[src/rtl/qdec_pkg.sv]
package qdec_pkg;
  typedef enum logic [1:0] {
    STEP_NONE = 2'd0,
    STEP_UP   = 2'd1,
    STEP_DN   = 2'd2
  } step_e;

  localparam int IRQ_W   = 3;
  localparam int IRQ_OVF = 0;
  localparam int IRQ_UNF = 1;
  localparam int IRQ_CMP = 2;
endpackage

[src/rtl/qdec_sync.sv]
module qdec_sync #(
  parameter int W      = 3,
  parameter int STAGES = 2
) (
  input  logic         clk,
  input  logic         rst,
  input  logic [W-1:0] d,
  output logic [W-1:0] q
);
  logic [W-1:0] chain [STAGES];

  generate
    for (genvar s = 0; s < STAGES; s++) begin : g_stage
      always_ff @(posedge clk) begin
        if (rst) chain[s] <= '0;
        else if (s == 0) chain[s] <= d;
        else chain[s] <= chain[(s == 0) ? 0 : s-1];
      end
    end
  endgenerate

  assign q = chain[STAGES-1];
endmodule

[src/rtl/qdec_phase.sv]
module qdec_phase
  import qdec_pkg::*;
(
  input  logic       clk,
  input  logic       rst,
  input  logic [1:0] ab_s,
  input  logic       idx_s,
  input  logic       decode_en,
  input  logic       half_rate,
  input  logic       idx_en,
  input  logic       clr_on_idx,
  output logic [1:0] phase_q,
  output logic       dir_q,
  output logic       idx_pulse,
  output logic       pos_clr,
  output step_e      step
);
  logic              idx_prev_q;
  logic signed [1:0] acc_q, acc_d;
  logic [1:0]        delta;
  logic              tr_up, tr_dn;

  function automatic logic [1:0] ring_pos(input logic [1:0] ab);
    return {ab[0], ab[1] ^ ab[0]};
  endfunction

  assign delta     = ring_pos(ab_s) - ring_pos(phase_q);
  assign tr_up     = decode_en && (delta == 2'd1);
  assign tr_dn     = decode_en && (delta == 2'd3);
  assign idx_pulse = idx_en && idx_s && !idx_prev_q;
  assign pos_clr   = idx_pulse && clr_on_idx;

  always_comb begin
    step  = STEP_NONE;
    acc_d = acc_q;
    if (pos_clr) begin
      acc_d = '0;
    end else if (tr_up) begin
      if (!half_rate) step = STEP_UP;
      else if (acc_q == 2'sd1) begin
        step  = STEP_UP;
        acc_d = '0;
      end else acc_d = acc_q + 2'sd1;
    end else if (tr_dn) begin
      if (!half_rate) step = STEP_DN;
      else if (acc_q == -2'sd1) begin
        step  = STEP_DN;
        acc_d = '0;
      end else acc_d = acc_q - 2'sd1;
    end
  end

  always_ff @(posedge clk) begin
    if (rst) begin
      phase_q    <= '0;
      idx_prev_q <= 1'b0;
      acc_q      <= '0;
      dir_q      <= 1'b0;
    end else begin
      phase_q    <= ab_s;
      idx_prev_q <= idx_s;
      acc_q      <= acc_d;
      if (tr_up) dir_q <= 1'b1;
      else if (tr_dn) dir_q <= 1'b0;
    end
  end
endmodule

[src/rtl/qdec_pos.sv]
module qdec_pos
  import qdec_pkg::*;
#(
  parameter int W = 16
) (
  input  logic         clk,
  input  logic         rst,
  input  step_e        step,
  input  logic         clr,
  input  logic [W-1:0] max_pos,
  output logic [W-1:0] pos_q,
  output logic         wrap_up,
  output logic         wrap_dn
);
  assign wrap_up = !clr && (step == STEP_UP) && (pos_q >= max_pos);
  assign wrap_dn = !clr && (step == STEP_DN) && (pos_q == '0);

  always_ff @(posedge clk) begin
    if (rst || clr) pos_q <= '0;
    else if (step == STEP_UP) pos_q <= wrap_up ? '0 : pos_q + W'(1);
    else if (step == STEP_DN) pos_q <= wrap_dn ? max_pos : pos_q - W'(1);
  end
endmodule

[src/rtl/qdec_rot.sv]
module qdec_rot
  import qdec_pkg::*;
#(
  parameter int W = 12
) (
  input  logic             clk,
  input  logic             rst,
  input  logic             inc,
  input  logic             dec,
  input  logic [W-1:0]     cmp_val,
  input  logic [IRQ_W-1:0] irq_clr,
  output logic [W-1:0]     rot_q,
  output logic [IRQ_W-1:0] irq_q
);
  logic [W-1:0]     rot_d;
  logic [IRQ_W-1:0] set;

  always_comb begin
    if (inc) rot_d = rot_q + W'(1);
    else if (dec) rot_d = rot_q - W'(1);
    else rot_d = rot_q;
    set          = '0;
    set[IRQ_OVF] = inc && (&rot_q);
    set[IRQ_UNF] = dec && (rot_q == '0);
    set[IRQ_CMP] = (inc || dec) && (rot_d == cmp_val);
  end

  always_ff @(posedge clk) begin
    if (rst) begin
      rot_q <= '0;
      irq_q <= '0;
    end else begin
      rot_q <= rot_d;
      irq_q <= (irq_q & ~irq_clr) | set;
    end
  end
endmodule

[src/rtl/qdec_top.sv]
module qdec_top
  import qdec_pkg::*;
#(
  parameter int POS_W       = 16,
  parameter int ROT_W       = 12,
  parameter int SYNC_STAGES = 2
) (
  input  logic             clk,
  input  logic             rst,
  input  logic             enc_a,
  input  logic             enc_b,
  input  logic             enc_idx,
  input  logic [POS_W-1:0] cfg_max_pos,
  input  logic             cfg_half_rate,
  input  logic             cfg_idx_en,
  input  logic             cfg_rot_by_wrap,
  input  logic             cfg_idx_clears_pos,
  input  logic [ROT_W-1:0] cfg_rot_cmp,
  input  logic             cfg_autoload_en,
  input  logic [2:0]       irq_clr,
  output logic [POS_W-1:0] pos_count,
  output logic [ROT_W-1:0] rot_count,
  output logic [1:0]       phase_ab,
  output logic             dir_up,
  output logic             autoload_done,
  output logic [2:0]       irq_flags
);
  localparam int FILL_W = $clog2(SYNC_STAGES + 1);

  logic [2:0]        sync_q;
  logic [FILL_W-1:0] fill_q;
  logic              done_q, decode_en;
  logic              idx_pulse, pos_clr, wrap_up, wrap_dn;
  logic              idx_mode, rot_inc, rot_dec;
  step_e             step;

  qdec_sync #(.W(3), .STAGES(SYNC_STAGES)) u_sync (
    .clk(clk), .rst(rst), .d({enc_a, enc_b, enc_idx}), .q(sync_q)
  );

  always_ff @(posedge clk) begin
    if (rst) begin
      fill_q <= '0;
      done_q <= 1'b0;
    end else begin
      if (fill_q != FILL_W'(SYNC_STAGES)) fill_q <= fill_q + FILL_W'(1);
      if (cfg_autoload_en && fill_q == FILL_W'(SYNC_STAGES)) done_q <= 1'b1;
    end
  end

  assign decode_en = !cfg_autoload_en || done_q;

  qdec_phase u_phase (
    .clk(clk), .rst(rst), .ab_s(sync_q[2:1]), .idx_s(sync_q[0]),
    .decode_en(decode_en), .half_rate(cfg_half_rate), .idx_en(cfg_idx_en),
    .clr_on_idx(cfg_idx_clears_pos), .phase_q(phase_ab), .dir_q(dir_up),
    .idx_pulse(idx_pulse), .pos_clr(pos_clr), .step(step)
  );

  qdec_pos #(.W(POS_W)) u_pos (
    .clk(clk), .rst(rst), .step(step), .clr(pos_clr), .max_pos(cfg_max_pos),
    .pos_q(pos_count), .wrap_up(wrap_up), .wrap_dn(wrap_dn)
  );

  assign idx_mode = cfg_idx_en && !cfg_rot_by_wrap;
  assign rot_inc  = idx_mode ? (idx_pulse && dir_up)  : wrap_up;
  assign rot_dec  = idx_mode ? (idx_pulse && !dir_up) : wrap_dn;

  qdec_rot #(.W(ROT_W)) u_rot (
    .clk(clk), .rst(rst), .inc(rot_inc), .dec(rot_dec), .cmp_val(cfg_rot_cmp),
    .irq_clr(irq_clr), .rot_q(rot_count), .irq_q(irq_flags)
  );

  assign autoload_done = done_q;
endmodule

[config.mk]
export PLATFORM = sky130hd
export DESIGN_NAME = qdec_top
export DESIGN_NICKNAME = d
export VERILOG_FILES = /design/src/rtl/qdec_pkg.sv /design/src/rtl/qdec_sync.sv /design/src/rtl/qdec_phase.sv /design/src/rtl/qdec_pos.sv /design/src/rtl/qdec_rot.sv /design/src/rtl/qdec_top.sv
export SDC_FILE = /design/constraint.sdc
export NUM_CORES = 1
export LEC_CHECK = 0
export BUFFER_PORTS_ARGS = -buffer_cell sky130_fd_sc_hd__buf_2
export CAP_MARGIN = 10
export CORE_UTILIZATION = 40
export DETAILED_ROUTE_END_ITERATION = 12
export PLACE_DENSITY_LB_ADDON = 0.15
export SLEW_MARGIN = 25
export SYNTH_ARGS = -nofsm -noshare
export SYNTH_HDL_FRONTEND = slang
export SYNTH_SLANG_ARGS = --single-unit
[constraint.sdc]
create_clock -name clk -period 5.25 [get_ports clk]
set_clock_uncertainty 0.2 [all_clocks]
set_input_delay 1.3125 -clock clk [delete_from_list [all_inputs] [get_ports clk]]
set_output_delay 1.3125 -clock clk [all_outputs]
set_load 0.1 [all_outputs]
Word level (Yosys, flattened, before mapping) --
Memories as Yosys holds them, arrays and structs flattened. Cells that the tools add are included.
Storage, ports and cells: input port bits 41, bits in latches 0, register bits after elaboration 40, memories kept 1, output and inout port bits 35, word-level logic and storage cells 96, bits in writable memories 6, ROM bits 0
Memories:
- u_sync.chain | depth 2, width 3, rd ports 2, clocked after Yosys merged registers in 0, wr ports 2, line qdec_sync.sv:10 | logic [W-1:0] chain [STAGES];
Operators by class: divide/modulo/power cells 0, shift-type cells 0, $mul 0, reductions and logical operators 31, eq/ne operators 11, add/subtract/negate cells 8, mux-type cells 28, order comparisons 1, bitwise logic cells 7
Operator list (count):
- $mux W16 | 4
- $mux W12 | 2
- $mux W2 | 12
- $add A16 B1 Y16 const B | 1
- $ge A16 B16 Y1 | 1
- $logic_and A1 B1 Y1 | 16
- $logic_not A16 Y1 | 1
- $sub A16 B1 Y16 const B | 1
- $add A12 B1 Y12 const B | 1
- $eq A12 B12 Y1 | 1
- $logic_not A12 Y1 | 1
- $reduce_and A12 Y1 | 1
- $sub A12 B1 Y12 const B | 1
- $eq A2 B2 Y1 const B | 4
- $mux W1 | 8
- $eq A2 B1 Y1 const B | 3
- $mux W3 | 2
- $ne A2 B2 Y1 const B | 3
- $logic_not A1 Y1 | 5
- $reduce_bool A2 Y1 | 2
- $and A3 B3 Y3 | 1
- $logic_or A1 B1 Y1 | 3
- $not A3 Y3 | 1
- $or A3 B3 Y3 | 1
- other kinds (8) | 10

Longest topological paths before layout --
An unclocked memory read counts as a cell.
depth in word-level cells 17, gate-level depth with buffers 17, gate-level depth less buffers 17

Modules after synthesis --
Synthesis repeated with hierarchy kept, for this count alone.
Second synthesis, totals: cells, all modules 453, area, all modules 3622.2 um^2
Modules (own cells, without submodules):
- qdec_pos | area an instance 1975.6 um^2, instances 1, seq. area each 320.3 um^2, cells an instance 270
- qdec_rot | area an instance 994.7 um^2, instances 1, seq. area each 300.3 um^2, cells an instance 119
- qdec_phase | area an instance 319.1 um^2, instances 1, seq. area each 120.1 um^2, cells an instance 33
- qdec_top | area an instance 175.2 um^2, instances 1, seq. area each 60.1 um^2, cells an instance 19
- qdec_sync | area an instance 157.7 um^2, instances 1, seq. area each 120.1 um^2, cells an instance 12

Worst setup path after synthesis --
Ideal clock, no wire load.
path kind register to register, start point register u_phase.phase_q[0], end point register u_rot.irq_q[2], slack 862 ps, library setup time 58 ps, arrival 4131 ps, buffers on the path 0, cell stages (with the launch flop) 18, cell sequence dfxtp_1 -> xor2_1 -> ha_1 -> xor2_1 -> xnor2_1 -> a21oi_1 -> nand2_1 -> inv_1 -> ha_1 -> nand3b_1 -> o31ai_4 -> nand2_1 -> or4_1 -> mux2i_1 -> xnor2_1 -> xnor2_1 -> a2111oi_1 -> a21o_1
On the way: word-level cells in the longest chain between the ends 16
RTL lines:
- from (decl) | line qdec_phase.sv:12 | output logic [1:0] phase_q,
- from (signal assigned) | line qdec_phase.sv:60 | phase_q <= ab_s;
- $xor A1 B1 Y1 | line qdec_phase.sv:24 | return {ab[0], ab[1] ^ ab[0]};
- $sub A2 B2 Y2 * | line qdec_phase.sv:27 | assign delta = ring_pos(ab_s) - ring_pos(phase_q);
- $eq A2 B2 Y1 | line qdec_phase.sv:29 | assign tr_dn = decode_en && (delta == 2'd3);
- $logic_and A1 B1 Y1 | line qdec_phase.sv:29
- $mux W2 | line qdec_phase.sv:44 | end else if (tr_dn) begin
- $mux W2 * | line qdec_phase.sv:38 | end else if (tr_up) begin
- $mux W2 * | line qdec_phase.sv:36 | if (pos_clr) begin
- $eq A2 B2 Y1 | line qdec_pos.sv:16 | assign wrap_dn = !clr && (step == STEP_DN) && (pos_q == '0);
- $logic_and A1 B1 Y1 (2 in a row) | line qdec_pos.sv:16
- $mux W1 | line qdec_top.sv:67 | assign rot_dec = idx_mode ? (idx_pulse && !dir_up) : wrap_dn;
- $mux W12 | line qdec_rot.sv:20 | else if (dec) rot_d = rot_q - W'(1);
- $mux W12 | line qdec_rot.sv:19 | if (inc) rot_d = rot_q + W'(1);
- $eq A12 B12 Y1 | line qdec_rot.sv:25 | set[IRQ_CMP] = (inc || dec) && (rot_d == cmp_val);
- $logic_and A1 B1 Y1 * | line qdec_rot.sv:25
- $or A3 B3 Y3 * | line qdec_rot.sv:34 | irq_q <= (irq_q & ~irq_clr) | set;
- to (signal assigned) | line qdec_rot.sv:34
- to (decl) | line qdec_rot.sv:13 | output logic [IRQ_W-1:0] irq_q
Every way passes the cells marked *; elsewhere a longest branch is shown, timed or not. A chain may end at the register's enable or synchronous reset.

Final worst setup path --
start point input cfg_autoload_en, end point register u_rot.irq_q[2]
On the way: word-level cells in the longest chain between the ends 15
RTL lines:
- from (decl) | line qdec_top.sv:19 | input logic cfg_autoload_en,
- $logic_not A1 Y1 * | line qdec_top.sv:51 | assign decode_en = !cfg_autoload_en || done_q;
- $logic_or A1 B1 Y1 * | line qdec_top.sv:51
- $logic_and A1 B1 Y1 | line qdec_phase.sv:29
- $mux W2 | line qdec_phase.sv:44
- $mux W2 * | line qdec_phase.sv:38
- $mux W2 * | line qdec_phase.sv:36
- $eq A2 B2 Y1 | line qdec_pos.sv:16
- $logic_and A1 B1 Y1 (2 in a row) | line qdec_pos.sv:16
- $mux W1 | line qdec_top.sv:67
- $mux W12 | line qdec_rot.sv:20
- $mux W12 | line qdec_rot.sv:19
- $eq A12 B12 Y1 | line qdec_rot.sv:25
- $logic_and A1 B1 Y1 * | line qdec_rot.sv:25
- $or A3 B3 Y3 * | line qdec_rot.sv:34
Marked as above.

==> run summary <==
Via/cell ratio: 5.65
Final cell count without fillers: 724
Sum of negative setup slack: 0 ns
Grt ovf: 0
Initial DRC count: 161
Die width: 101 microns
DIE HEIGHT: 101 microns
Count of cell types in the netlist: 60
Placed insts: 716
Fmax: 226 MHz
Worst path bufs/invs: 2
CTS tree: done
Synthesis Warnings: 0
Synth Instances: 541
Final wirelength: 11.0 mm
Status: finished clean
Post-synthesis register bit count: 46
Setup bufs post-CTS: 0
Max_cap viols: 0
Synth-to-layout area growth: 13.2%
TritonCTS buffer count: 5
CP required: 5.32 ns
Starting Density: 0.420
Largest net degree at the start of global routing: 33
Max IR drop VDD: 0.000124 V
Slowest Stage Delay on Critical Path: 0.55 ns
HPWL after DPL: 8.05 mm
Clk sinks: 46
# rows: 35
Critical path capture point type: flip-flop
Initial antenna violation count: 0
Worst path top cell family by delay: compound AO/OA/AOI/OAI gates
Root buf cell: clkbuf_8
Fill count: 1006
Slew @ Worst Pin: 0.919 ns
Slew Viols, Final: 0
Register area share after synthesis: 0.233
Critical path class: in2reg
Tmin final: 4.42 ns
Hold_buf cts: 0
Clock insertion delay at the later pin of the skew report: 0.31 ns
Vias in the first global route: 3836
Synthesized area per cell: 7.32 sq um
Crit-path max FO: 9
Post-synth EDFFs: 0
CTS resizes: 0
Arrival time at the worst endpoint: 4.49 ns
Global-route wire length before repair: 18.2 mm
Final hold violations: 0
Port bufs: 75
Via Count: 4090
Total core area: 9420 sq um
CTS H-tree lvls: 2
WL per Instance: 15.2 microns
Die area: 10300 sq um
Placer Congestion: 0.925
DR pass1 iterations: 5
Seq. cell area: 921 sq um
Pwr per Cell Area: 264 nW/um^2
Top FF cell, synth: dfxtp_1
Antenna-violating nets left: 0
Unrepaired setup endpoints after global routing: no
Ys async rst share: 0
Crit-path slowest cell: o31ai_4
Relative slew margins: 0.387
Crit-path cells: buf_2 > a21oi_1 > and2_1 > nand2_1 > inv_1 > ha_1 > nand3b_1 > o31ai_4 > nand2_1 > or4_1 > mux2i_1 > xnor2_1 > xnor2_1 > a2111oi_1 > a21o_1
Hold crit path type: reg2reg
Antenna diodes: 0
# setup viols final: 0
Share of post-route cells with drive strength above 1: 0.165
Worst-case clock buffer depth: 2
FF-to-FF setup slack: 1.12 ns
NumNets Final: 660
Syn Nets: 607
DRC: 0
Io pins: 76
Worst setup SP type: primary input
Period utilization: 0.841
Netlist Area Pre-Place: 3960 sq um
Footprint of the multi-input gates: 2770 sq um
P_leak: 2.04 nW
Global Route Usage Sum: 0.222
Worst-path clk slew: 0.11 ns
metal layers:
layer	global-route usage	part of all wire
met1	0.274	0.43
met4	0.0914	0.027
met2	0.386	0.48
met3	0.0345	0.060
met5	0	0
cell usage after synthesis, types with 13 or more instances:
| library cell | n | share of area |
|---|---|---|
| a21oi_1 | 41 | 0.052 |
| clkbuf_1 | 24 | 0.023 |
| nor2_1 | 63 | 0.060 |
| nand3_1 | 13 | 0.016 |
| nor2b_1 | 14 | 0.022 |
| nand2_1 | 29 | 0.028 |
| nand2b_1 | 16 | 0.025 |
| ha_1 | 25 | 0.079 |
| o21ai_0 | 37 | 0.047 |
| nor3_1 | 21 | 0.027 |
| dfxtp_1 | 46 | 0.23 |
| xnor2_1 | 23 | 0.051 |
| inv_1 | 34 | 0.032 |
| xor2_1 | 16 | 0.035 |
report_power, final:
group | switching (mW) | internal (mW) | total [mW]
logic | 0.328 | 0.175 | 0.503
registers | 0.0454 | 0.378 | 0.423
clock network | 0.154 | 0.100 | 0.255
layout make-up:
class,instances,share of cell area
Multi-Input combinational cell,429,0.619
Sequential cell,46,0.206
Clock inverter,3,0.00643
Tap cell,129,0.0360
Timing Repair Buffer,78,0.0889
Inverter,34,0.0285
Clock buffer,5,0.0154
cell families after synthesis:
group                    count (synthesis)  synth area share
XOR/XNOR                                39            0.0863
AND/OR/NAND/NOR                        220             0.291
multiplexers                             9            0.0231
AO/OA/AOI/OAI                          136             0.221
buffers and inverters                   66            0.0667
flip-flops                              46             0.233
adder cells (fa/ha/maj)                 25            0.0790
metrics by stage:
stage	setup slack (ns)	utilization	instance area (sq um)	power [mW]	hold slack [ns]
3_5_place_dp	0.529	0.465	4380	0.933	0.221
2_1_floorplan	0.862	-	3960	0.840	0.214
4_1_cts	0.858	0.476	4480	1.19	0.248
3_3_place_gp	0.574	0.465	4380	0.925	0.221
5_1_grt	0.521	0.476	4480	1.26	0.267
6_report	0.833	0.476	4480	1.18	0.245
layout by cell type, fill, tap and decap left out, types with 8 or more instances in the layout:
cell and n:
a21oi_1 41, and3_1 12, buf_2 75, dfxtp_1 46
ha_1 25, inv_1 34, mux2i_1 8, nand2_1 29
nand2b_1 16, nand3_1 13, nor2_1 63, nor2b_1 14
nor3_1 21, nor3b_1 9, nor4_1 9, o21ai_0 37
o21bai_1 11, or3_1 10, xnor2_1 23, xor2_1 16
flip-flops by register name, summed over array words and instances, names as in the netlist:
signal	count
u_phase.acc_q	2
fill_q	2
u_phase.phase_q	2
u_sync.chain	6
u_phase.idx_prev_q	1
u_phase.dir_q	1
u_rot.irq_q	3
u_rot.rot_q	12
u_pos.pos_q	16
autoload_done	1
path summary, 6_finish.rpt:
path	from	endpoint	cells past startpoint
setup reg to reg	u_pos.pos_q[0]	u_rot.irq_q[2]	12
hold / removal	u_sync.chain[0][2]	u_sync.chain[1][2]	1
hold reg to reg	u_sync.chain[0][2]	u_sync.chain[1][2]	1
setup / recovery	cfg_autoload_en	u_rot.irq_q[2]	15
(Power assumes the default switching activity.)
